### src/rtl/qdr_pkg.sv
package qdr_pkg;
  // Words moved by one access and the width of the index within a group.
  localparam int unsigned BURST  = 4;
  localparam int unsigned BIDX_W = 2;
  // Pipe slot (counted in half cycles after acceptance, pre-edge view)
  // that carries the first beat of each port.
  localparam int unsigned WR_FIRST = 1;
  localparam int unsigned RD_FIRST = 4;
endpackage

### src/rtl/qdr_burst_pipe.sv
module qdr_burst_pipe
  import qdr_pkg::*;
#(
  parameter int unsigned GW    = 6,
  parameter int unsigned FIRST = 1
) (
  input  logic              clk,
  input  logic              rst_n,
  input  logic              k_edge,
  input  logic              sel_n,
  input  logic [GW-1:0]     grp_in,
  input  logic              tag_in,
  output logic              acc,
  output logic              beat_v,
  output logic [BIDX_W-1:0] beat_idx,
  output logic [GW-1:0]     beat_grp,
  output logic              beat_tag
);
  localparam int unsigned DEPTH = FIRST + BURST;

  logic [DEPTH-1:0] vld_q;
  logic [DEPTH-1:0] tag_q;
  logic [GW-1:0]    grp_q [DEPTH];

  // slot 1 valid at a K rise means a command was taken one cycle ago
  assign acc = k_edge & ~sel_n & ~vld_q[1];

  always_ff @(posedge clk) begin
    if (!rst_n) vld_q <= '0;
    else        vld_q <= {vld_q[DEPTH-2:0], acc};
  end

  always_ff @(posedge clk) begin
    tag_q    <= {tag_q[DEPTH-2:0], tag_in};
    grp_q[0] <= grp_in;
  end

  for (genvar s = 1; s < DEPTH; s++) begin : g_slot
    always_ff @(posedge clk) grp_q[s] <= grp_q[s-1];
  end

  // accepts are at least four slots apart, so at most one window slot is set
  always_comb begin
    beat_v   = 1'b0;
    beat_idx = '0;
    beat_grp = '0;
    beat_tag = 1'b0;
    for (int j = 0; j < BURST; j++) begin
      if (vld_q[FIRST+j]) begin
        beat_v   = 1'b1;
        beat_idx = BIDX_W'(j);
        beat_grp = grp_q[FIRST+j];
        beat_tag = tag_q[FIRST+j];
      end
    end
  end
endmodule

### src/rtl/qdr_array.sv
module qdr_array
  import qdr_pkg::*;
#(
  parameter int unsigned AW = 8,
  parameter int unsigned DW = 18,
  parameter int unsigned BW = 9,
  localparam int unsigned NB = DW / BW,
  localparam int unsigned GW = AW - BIDX_W
) (
  input  logic                clk,
  input  logic                we,
  input  logic [AW-1:0]       waddr,
  input  logic [DW-1:0]       wdata,
  input  logic [NB-1:0]       wbe_n,
  input  logic [GW-1:0]       rgrp,
  output logic [BURST*DW-1:0] rgroup
);
  localparam int unsigned WORDS = 1 << AW;

  logic [DW-1:0] mem [WORDS];

  always_ff @(posedge clk) begin
    if (we) begin
      for (int b = 0; b < NB; b++) begin
        if (!wbe_n[b]) mem[waddr][b*BW +: BW] <= wdata[b*BW +: BW];
      end
    end
  end

  // whole aligned group read at once, pre-edge contents
  always_comb begin
    for (int k = 0; k < BURST; k++) begin
      rgroup[k*DW +: DW] = mem[{rgrp, BIDX_W'(k)}];
    end
  end
endmodule

### src/rtl/qdr_burst_sram.sv
module qdr_burst_sram
  import qdr_pkg::*;
#(
  parameter int unsigned AW = 8,
  parameter int unsigned DW = 18,
  parameter int unsigned BW = 9,
  localparam int unsigned NB = DW / BW
) (
  input  logic          clk2x,
  input  logic          rst_n,
  input  logic          rd_sel_n,
  input  logic [AW-1:0] rd_addr,
  input  logic          wr_sel_n,
  input  logic [AW-1:0] wr_addr,
  input  logic [DW-1:0] wr_data,
  input  logic [NB-1:0] wr_be_n,
  output logic          k_phase,
  output logic          rd_valid,
  output logic [DW-1:0] rd_data
);
  localparam int unsigned GW = AW - BIDX_W;

  logic ph_q;
  logic k_edge;

  always_ff @(posedge clk2x) begin
    if (!rst_n) ph_q <= 1'b0;
    else        ph_q <= ~ph_q;
  end
  assign k_phase = ph_q;
  assign k_edge  = ~ph_q;

  logic unused_addr_lo;
  assign unused_addr_lo = ^{rd_addr[BIDX_W-1:0], wr_addr[BIDX_W-1:0]};

  // write port
  logic              wr_acc;
  logic              wbeat_v;
  logic [BIDX_W-1:0] wbeat_idx;
  logic [GW-1:0]     wbeat_grp;
  logic              unused_wtag;

  qdr_burst_pipe #(.GW(GW), .FIRST(WR_FIRST)) u_wpipe (
    .clk(clk2x), .rst_n(rst_n), .k_edge(k_edge), .sel_n(wr_sel_n),
    .grp_in(wr_addr[AW-1:BIDX_W]), .tag_in(1'b0),
    .acc(wr_acc), .beat_v(wbeat_v), .beat_idx(wbeat_idx),
    .beat_grp(wbeat_grp), .beat_tag(unused_wtag)
  );

  // read port
  logic              rd_acc;
  logic              rbeat_v;
  logic [BIDX_W-1:0] rbeat_idx;
  logic [GW-1:0]     unused_rgrp;
  logic              rbeat_tag;
  logic              rbank_q;

  qdr_burst_pipe #(.GW(GW), .FIRST(RD_FIRST)) u_rpipe (
    .clk(clk2x), .rst_n(rst_n), .k_edge(k_edge), .sel_n(rd_sel_n),
    .grp_in(rd_addr[AW-1:BIDX_W]), .tag_in(rbank_q),
    .acc(rd_acc), .beat_v(rbeat_v), .beat_idx(rbeat_idx),
    .beat_grp(unused_rgrp), .beat_tag(rbeat_tag)
  );

  logic [BURST*DW-1:0] rgroup;

  qdr_array #(.AW(AW), .DW(DW), .BW(BW)) u_arr (
    .clk(clk2x), .we(wbeat_v), .waddr({wbeat_grp, wbeat_idx}),
    .wdata(wr_data), .wbe_n(wr_be_n),
    .rgrp(rd_addr[AW-1:BIDX_W]), .rgroup(rgroup)
  );

  // two snapshot banks: the next read may be taken while one still streams
  logic [BURST*DW-1:0] snap_q [2];

  always_ff @(posedge clk2x) begin
    if (!rst_n)      rbank_q <= 1'b0;
    else if (rd_acc) rbank_q <= ~rbank_q;
  end

  always_ff @(posedge clk2x) begin
    if (rd_acc) snap_q[rbank_q] <= rgroup;
  end

  always_ff @(posedge clk2x) begin
    if (!rst_n) begin
      rd_valid <= 1'b0;
      rd_data  <= '0;
    end else if (rbeat_v) begin
      rd_valid <= 1'b1;
      rd_data  <= snap_q[rbeat_tag][rbeat_idx*DW +: DW];
    end else begin
      rd_valid <= 1'b0;
      rd_data  <= '0;
    end
  end
endmodule

### config.mk
export PLATFORM = sky130hd
export DESIGN_NAME = qdr_burst_sram
export DESIGN_NICKNAME = d
export VERILOG_FILES = /design/src/rtl/qdr_pkg.sv /design/src/rtl/qdr_burst_pipe.sv /design/src/rtl/qdr_array.sv /design/src/rtl/qdr_burst_sram.sv
export SDC_FILE = /design/constraint.sdc
export NUM_CORES = 2
export LEC_CHECK = 0
export BUFFER_PORTS_ARGS = -buffer_cell sky130_fd_sc_hd__buf_4
export CAP_MARGIN = 0
export CORE_AREA = 3 3 827 747
export DETAILED_ROUTE_END_ITERATION = 10
export DIE_AREA = 0 0 830 750
export PLACE_DENSITY_LB_ADDON = 0.12
export SLEW_MARGIN = 5
export SYNTH_ARGS = -nofsm -noshare
export SYNTH_HDL_FRONTEND = slang
export SYNTH_MEMORY_MAX_BITS = 65536
export SYNTH_SLANG_ARGS = --single-unit
### constraint.sdc
create_clock -name clk2x -period 18.3 [get_ports clk2x]
set_input_delay 0.915 -clock clk2x [delete_from_list [all_inputs] [get_ports clk2x]]
set_output_delay 0.915 -clock clk2x [all_outputs]
set_load 0.01 [all_outputs]
After elaboration in Yosys (flattened, before gate mapping)
Memories as Yosys holds them, arrays and structs flattened.
Index checks and enable logic that the tools add are counted.
{"block": "op_classes", "mul": 1, "shift": 1, "muxes": 31, "bitwise_logic": 10, "n_reduce_logical": 1}
{"cell": "$shiftx 72x8->18", "n": 1}
{"cell": "$mux 6", "n": 4}
{"cell": "$mux 1", "n": 23}
{"cell": "$mux 2", "n": 4}
{"cell": "$mul 2x4->6 const B", "n": 1}
{"cell": "$not 1->1", "n": 6}
{"cell": "$and 1x1->1", "n": 4}
{"cell": "$reduce_and 2->1", "n": 1}
{"block": "totals", "regBits": 42, "mem_bits_rw": 4782, "in_bits": 40, "out_inout_bits": 20, "word_cells": 54, "mem_count": 3}
{"memory": "u_arr.mem", "depth": 256, "width": 18, "rd": 4, "rd_clocked_by_memory_dff": 0, "wr": 1, "line_no": "qdr_array.sv:20", "text": "logic [DW-1:0] mem [WORDS];"}
{"memory": "snap_q", "depth": 2, "width": 72, "rd": 1, "rd_clocked_by_memory_dff": 0, "wr": 1, "line_no": "qdr_burst_sram.sv:74", "text": "logic [BURST*DW-1:0] snap_q [2];"}
{"memory": "u_wpipe.grp_q", "depth": 5, "width": 6, "rd": 5, "rd_clocked_by_memory_dff": 0, "wr": 5, "line_no": "qdr_burst_pipe.sv:23", "text": "logic [GW-1:0] grp_q [DEPTH];"}

Longest topological paths before layout
{"block": "logic_depth", "word_depth": 6, "ltp_mapped": 9, "depth_no_buf": 5}

Modules after synthesis
Synthesis repeated with hierarchy kept, for this count alone.
{"block": "hier_totals", "hier_cells": 8319, "hier_area_um2": 184569.5}
{"mod": "qdr_array", "instances": 1, "cells_per_inst": 7811, "area_each_um2": 175897.4, "seq_area_each_um2": 138372.7}
{"mod": "qdr_burst_sram", "instances": 1, "cells_per_inst": 317, "area_each_um2": 6018.3, "seq_area_each_um2": 4744.6}
{"mod": "qdr_burst_pipe (u_rpipe)", "instances": 1, "cells_per_inst": 109, "area_each_um2": 1576.5, "seq_area_each_um2": 1281.2}
{"mod": "qdr_burst_pipe (u_wpipe)", "instances": 1, "cells_per_inst": 82, "area_each_um2": 1077.3, "seq_area_each_um2": 800.8}

Worst setup path before layout
Ideal clock, no wire load.
{"block": "synth_path", "path_type": "input to register", "start": "in rd_sel_n", "end": "mem snap_q[0][0] (netlist bit) (enable)", "setup_time_ns": 0.683, "t_arrival_ns": 7.855, "t_required_ns": 17.617, "setup_slack_ns": 9.763, "cell_stages": 1, "path_buffers": 0, "cell_sequence": "nor4_1"}
{"block": "synth_between", "elab_chain_len": 5}
{"element": "start: declaration", "line_no": "qdr_burst_sram.sv:11", "text": "input logic rd_sel_n,"}
{"element": "$not 1->1", "line_no": "qdr_burst_pipe.sv:26", "text": "assign acc = k_edge & ~sel_n & ~vld_q[1];"}
{"element": "$and 1x1->1 (2 in a row)", "line_no": "qdr_burst_pipe.sv:26"}
{"element": "$mux 1", "line_no": "qdr_burst_sram.sv:82", "text": "if (rd_acc) snap_q[rbank_q] <= rgroup;"}
{"element": "$mux 1 (implied by the code)", "line_no": "qdr_burst_sram.sv:82"}
{"element": "end: declaration", "line_no": "qdr_burst_sram.sv:74"}
No other way between the ends.

Final worst setup path
{"block": "layout_path", "start": "in rd_addr[2]", "end": "mem snap_q[1][45] (netlist bit) (data pin)"}
{"block": "layout_between", "elab_chain_len": 1}
{"element": "start: declaration", "line_no": "qdr_burst_sram.sv:12", "text": "input logic [AW-1:0] rd_addr,"}
{"element": "$mem_v2 256x18"}
{"element": "via rgroup[45]", "line_no": "qdr_burst_sram.sv:65", "text": "logic [BURST*DW-1:0] rgroup;"}
The timed path passes the listed nets, and every way through them passes these cells.

==> impl_metrics.env <==
export IMPL_status="completed"
export IMPL_cp_num_cells=10
export IMPL_post_place_ws_ns=11.19
export IMPL_drc_errors=0
export IMPL_cp_cell_sequence="buf_16 > buf_4 > buf_4 > buf_4 > buf_4 > mux4_2 > o22ai_1 > nor4_1 > buf_4 > o22a_1"
export IMPL_yosys_area_share_simple=0.02316
export IMPL_cellLeakagePower_nw=64.07
export IMPL_syn_area_um2=182800
export IMPL_routed_top_layer="met5"
export IMPL_synth_top_family_by_area="multiplexers"
export IMPL_ctsHoldBuffers=7
export IMPL_fin_nets=8706
export IMPL_rows=272
export IMPL_htree_levels=6
export IMPL_max_stage_delay_ns=1.15
export IMPL_synth_fa_ha_area_frac=0
export IMPL_floorplan_initialDensity=0.3001
export IMPL_viasPerCell=5.102
export IMPL_worstPathMaxFanout=64
export IMPL_drt_iter0_markers=9215
export IMPL_cts_setup_buffers=0
export IMPL_routed_wl_um=553100
export IMPL_setup_tns_ns=0
export IMPL_grt_max_degree=181
export IMPL_skew_ns=0.04649
export IMPL_boundaryPins=60
export IMPL_drive_gt1_frac=0.2482
export IMPL_firstDrtPassIters=7
export IMPL_core_um2=609200
export IMPL_cellPowerDensity_nw_per_um2=113.4
export IMPL_worstPathRequired_ns=19.20
export IMPL_yosysWarningCount=0
export IMPL_crit_slowest_cell="nor4_1"
export IMPL_synth_seq_cells=4824
export IMPL_grt_pass1_vias=91100
export IMPL_fp_dieW_um=830
export IMPL_yosysSeqAreaShare=0.7885
export IMPL_arrival_ns=6.74
export IMPL_vdd_ir_drop_max_uv=107.2
export IMPL_syn_num_nets=8387
export IMPL_crit_type="in -> reg"
export IMPL_clock_fmax_mhz=171.3
export IMPL_grt_pass1_wl_um=762000
export IMPL_hold_end="rbank_q"
export IMPL_relSlewSlack=0.02077
export IMPL_crit_top_cell="buf_4"
export IMPL_clk_latency_ns=1.05
export IMPL_worst_slack_ns=12.46
export IMPL_min_from="rst_n"
export IMPL_ys_async_sr_fraction=0
export IMPL_routedLengthMet1_um=250800
export IMPL_routabilityCongestion=0.7650
export IMPL_dp_hpwl_um=332100
export IMPL_dieArea_um2=622500
export IMPL_max_cap_violations=0
export IMPL_regToRegEndpoint="u_arr.mem[137][14]"
export IMPL_setup_viol=0
export IMPL_clk_pin_slew_ns=0.06
export IMPL_grt_util_all_layers=0.1736
export IMPL_syn_avg_cell_area_um2=21.90
export IMPL_critPathBufInv=6
export IMPL_final_period_utilization=0.3190
export IMPL_synth_xor_xnor_area_share=0
export IMPL_synth_top_flop_cell="edfxtp_1"
export IMPL_synthMuxAreaShare=0.1482
export IMPL_final_cell_mix="4752 x edfxtp_1, 1140 x mux4_2, 599 x nor2_1"
export IMPL_clock_path_buffers=4
export IMPL_rsz0062_at_grt="no"
export IMPL_synth_compound_area_frac=0.02782
export IMPL_worstHoldPathCells=2
export IMPL_worstSetupStartpointType="input port"
export IMPL_hold_viol=0
export IMPL_dr_wl_met2_um=260700
export IMPL_cts_resized=0
export IMPL_vias=87740
export IMPL_end_kind="register"
export IMPL_r2r_cells=5
export IMPL_synth_edf_count=4752
export IMPL_antenna_found_initial=42
export IMPL_cts_tree="built"
export IMPL_areaGrowthSynthToFinish_pct=15.32
export IMPL_worst_pin_slew_ns=1.469
export IMPL_cts_num_sinks=4824
export IMPL_root_buffer="clkbuf_16"
export IMPL_drt_antenna_violating_nets=0
export IMPL_chipHeight_um=750
export IMPL_fin_crit_ns=5.838
export IMPL_synth_cell_type_count=57
export IMPL_hp_class="in -> reg"
export IMPL_reg2reg_from="u_wpipe.vld_q[4]"
export IMPL_numCtsBuffers=551
export IMPL_maxSlewViolCount=0
export IMPL_reg2reg_slack_ns=13.44
export IMPL_cp_top_family="buffers and inverters"
export IMPL_wl_met3_um=31260
export IMPL_syn_inst=8347
export IMPL_gr_total_overflow=0
export IMPL_final_common_cell="edfxtp_1"
export IMPL_io_buffers=55
export IMPL_wl_per_cell_um=32.16
[kinds of logic (layout without fill, tap and decap cells)]
kind of cell | after synthesis | after routing
AOI/OAI and AO/OA | 744 | 744
buffers and inverters | 523 | 1274
DFF | 4824 | 4824
muxes | 1281 | 1281
other | 0 | 16
and+or+nand+nor | 975 | 975
[metrics by stage]
stage	cell area (µm²)	hold slack [ns]	total power, mW	std cells	utilization
after global placement	193400	0.3199	13.54	16190	0.3175
after CTS	210700	0.1154	24.21	17180	0.3460
after floorplan	182800	0.3096	12.93	8347	-
final	210800	0.2475	23.91	17200	0.3460
after detailed placement	193400	0.3139	13.56	16190	0.3175
after global routing	210800	0.1708	24.70	17190	0.3460
[worst max path at each step]
| stage | from | endpoint | slack (ns) |
|---|---|---|---|
| floorplan | rd_sel_n | snap_q[0][0] | 9.76 |
| global placement | rd_addr[2] | snap_q[0][45] | 11.25 |
| detailed placement | rd_addr[2] | snap_q[0][45] | 11.19 |
| CTS | rd_addr[2] | snap_q[0][45] | 12.39 |
| global route | rd_addr[2] | snap_q[1][45] | 12.06 |
| finish | rd_addr[2] | snap_q[1][45] | 12.46 |
[Yosys cell counts, drive strengths merged (3+ instances only)]
library cell | count | share of area
o31ai | 3 | 0.00015
nand3b | 6 | 0.00025
a21oi | 91 | 0.0025
buf | 278 | 0.0073
clkbuf | 243 | 0.0050
nand3 | 12 | 0.00033
mux4 | 1140 | 0.14
a311oi | 5 | 0.00024
or3 | 4 | 0.00014
a22o | 5 | 0.00024
a31oi | 13 | 0.00044
dfxtp | 72 | 0.0079
nor4 | 63 | 0.0022
nand2b | 15 | 0.00051
and3 | 24 | 0.00082
o221ai | 73 | 0.0035
a211oi | 15 | 0.00074
or2 | 7 | 0.00024
nor3 | 70 | 0.0019
a22oi | 11 | 0.00045
nor2b | 21 | 0.00072
nor2 | 601 | 0.012
nand4 | 14 | 0.00048
o22a | 64 | 0.0031
a2bb2oi | 5 | 0.00024
edfxtp | 4752 | 0.78
mux2i | 140 | 0.0077
nand2 | 112 | 0.0023
o211ai | 14 | 0.00074
o21ai | 71 | 0.0019
and2 | 19 | 0.00065
o22ai | 322 | 0.011
a32oi | 37 | 0.0018
a221oi | 3 | 0.00014
[cell type report]
class	count	area [µm²]
tap	8083	10110
clock buffer	708	14690
clock inverter	277	2561
fill	56600	398400
multi-input combinational	3000	36820
timing repair buffer	287	2417
inverter	2	7.507
sequential	4824	144100
antenna	16	40.04
[power breakdown]
part | leakage [nW] | switching (mW) | internal [mW]
registers | 43.3 | 0.0120 | 12.2
logic | 12.3 | 0.771 | 0.344
clock network | 8.44 | 4.52 | 6.09
total | 64.1 | 5.30 | 18.6
[sequential cells by signal (all words and copies together), names as in the netlist, 5 cells and up]
name	flops
rd_data	18
snap_q	144
u_arr.mem	4608
u_rpipe.tag_q	8
u_rpipe.vld_q	8
u_wpipe.grp_q	30
u_wpipe.vld_q	5
[layer usage]
layer	GRT usage	up-vias
li1	-	35990
met1	0.2519	48560
met2	0.2779	2609
met3	0.02886	575
met4	0.03254	6
met5	0	-
[worst register-to-register path, stage by stage (launching register included)]
cell and delay, ns:
dfxtp_1 0.77, inv_1 0.27, o22a_1 0.35, a221oi_1 0.90, nand3_2 0.89, nor2_1 1.28
Power figures use the tool's default switching activity.
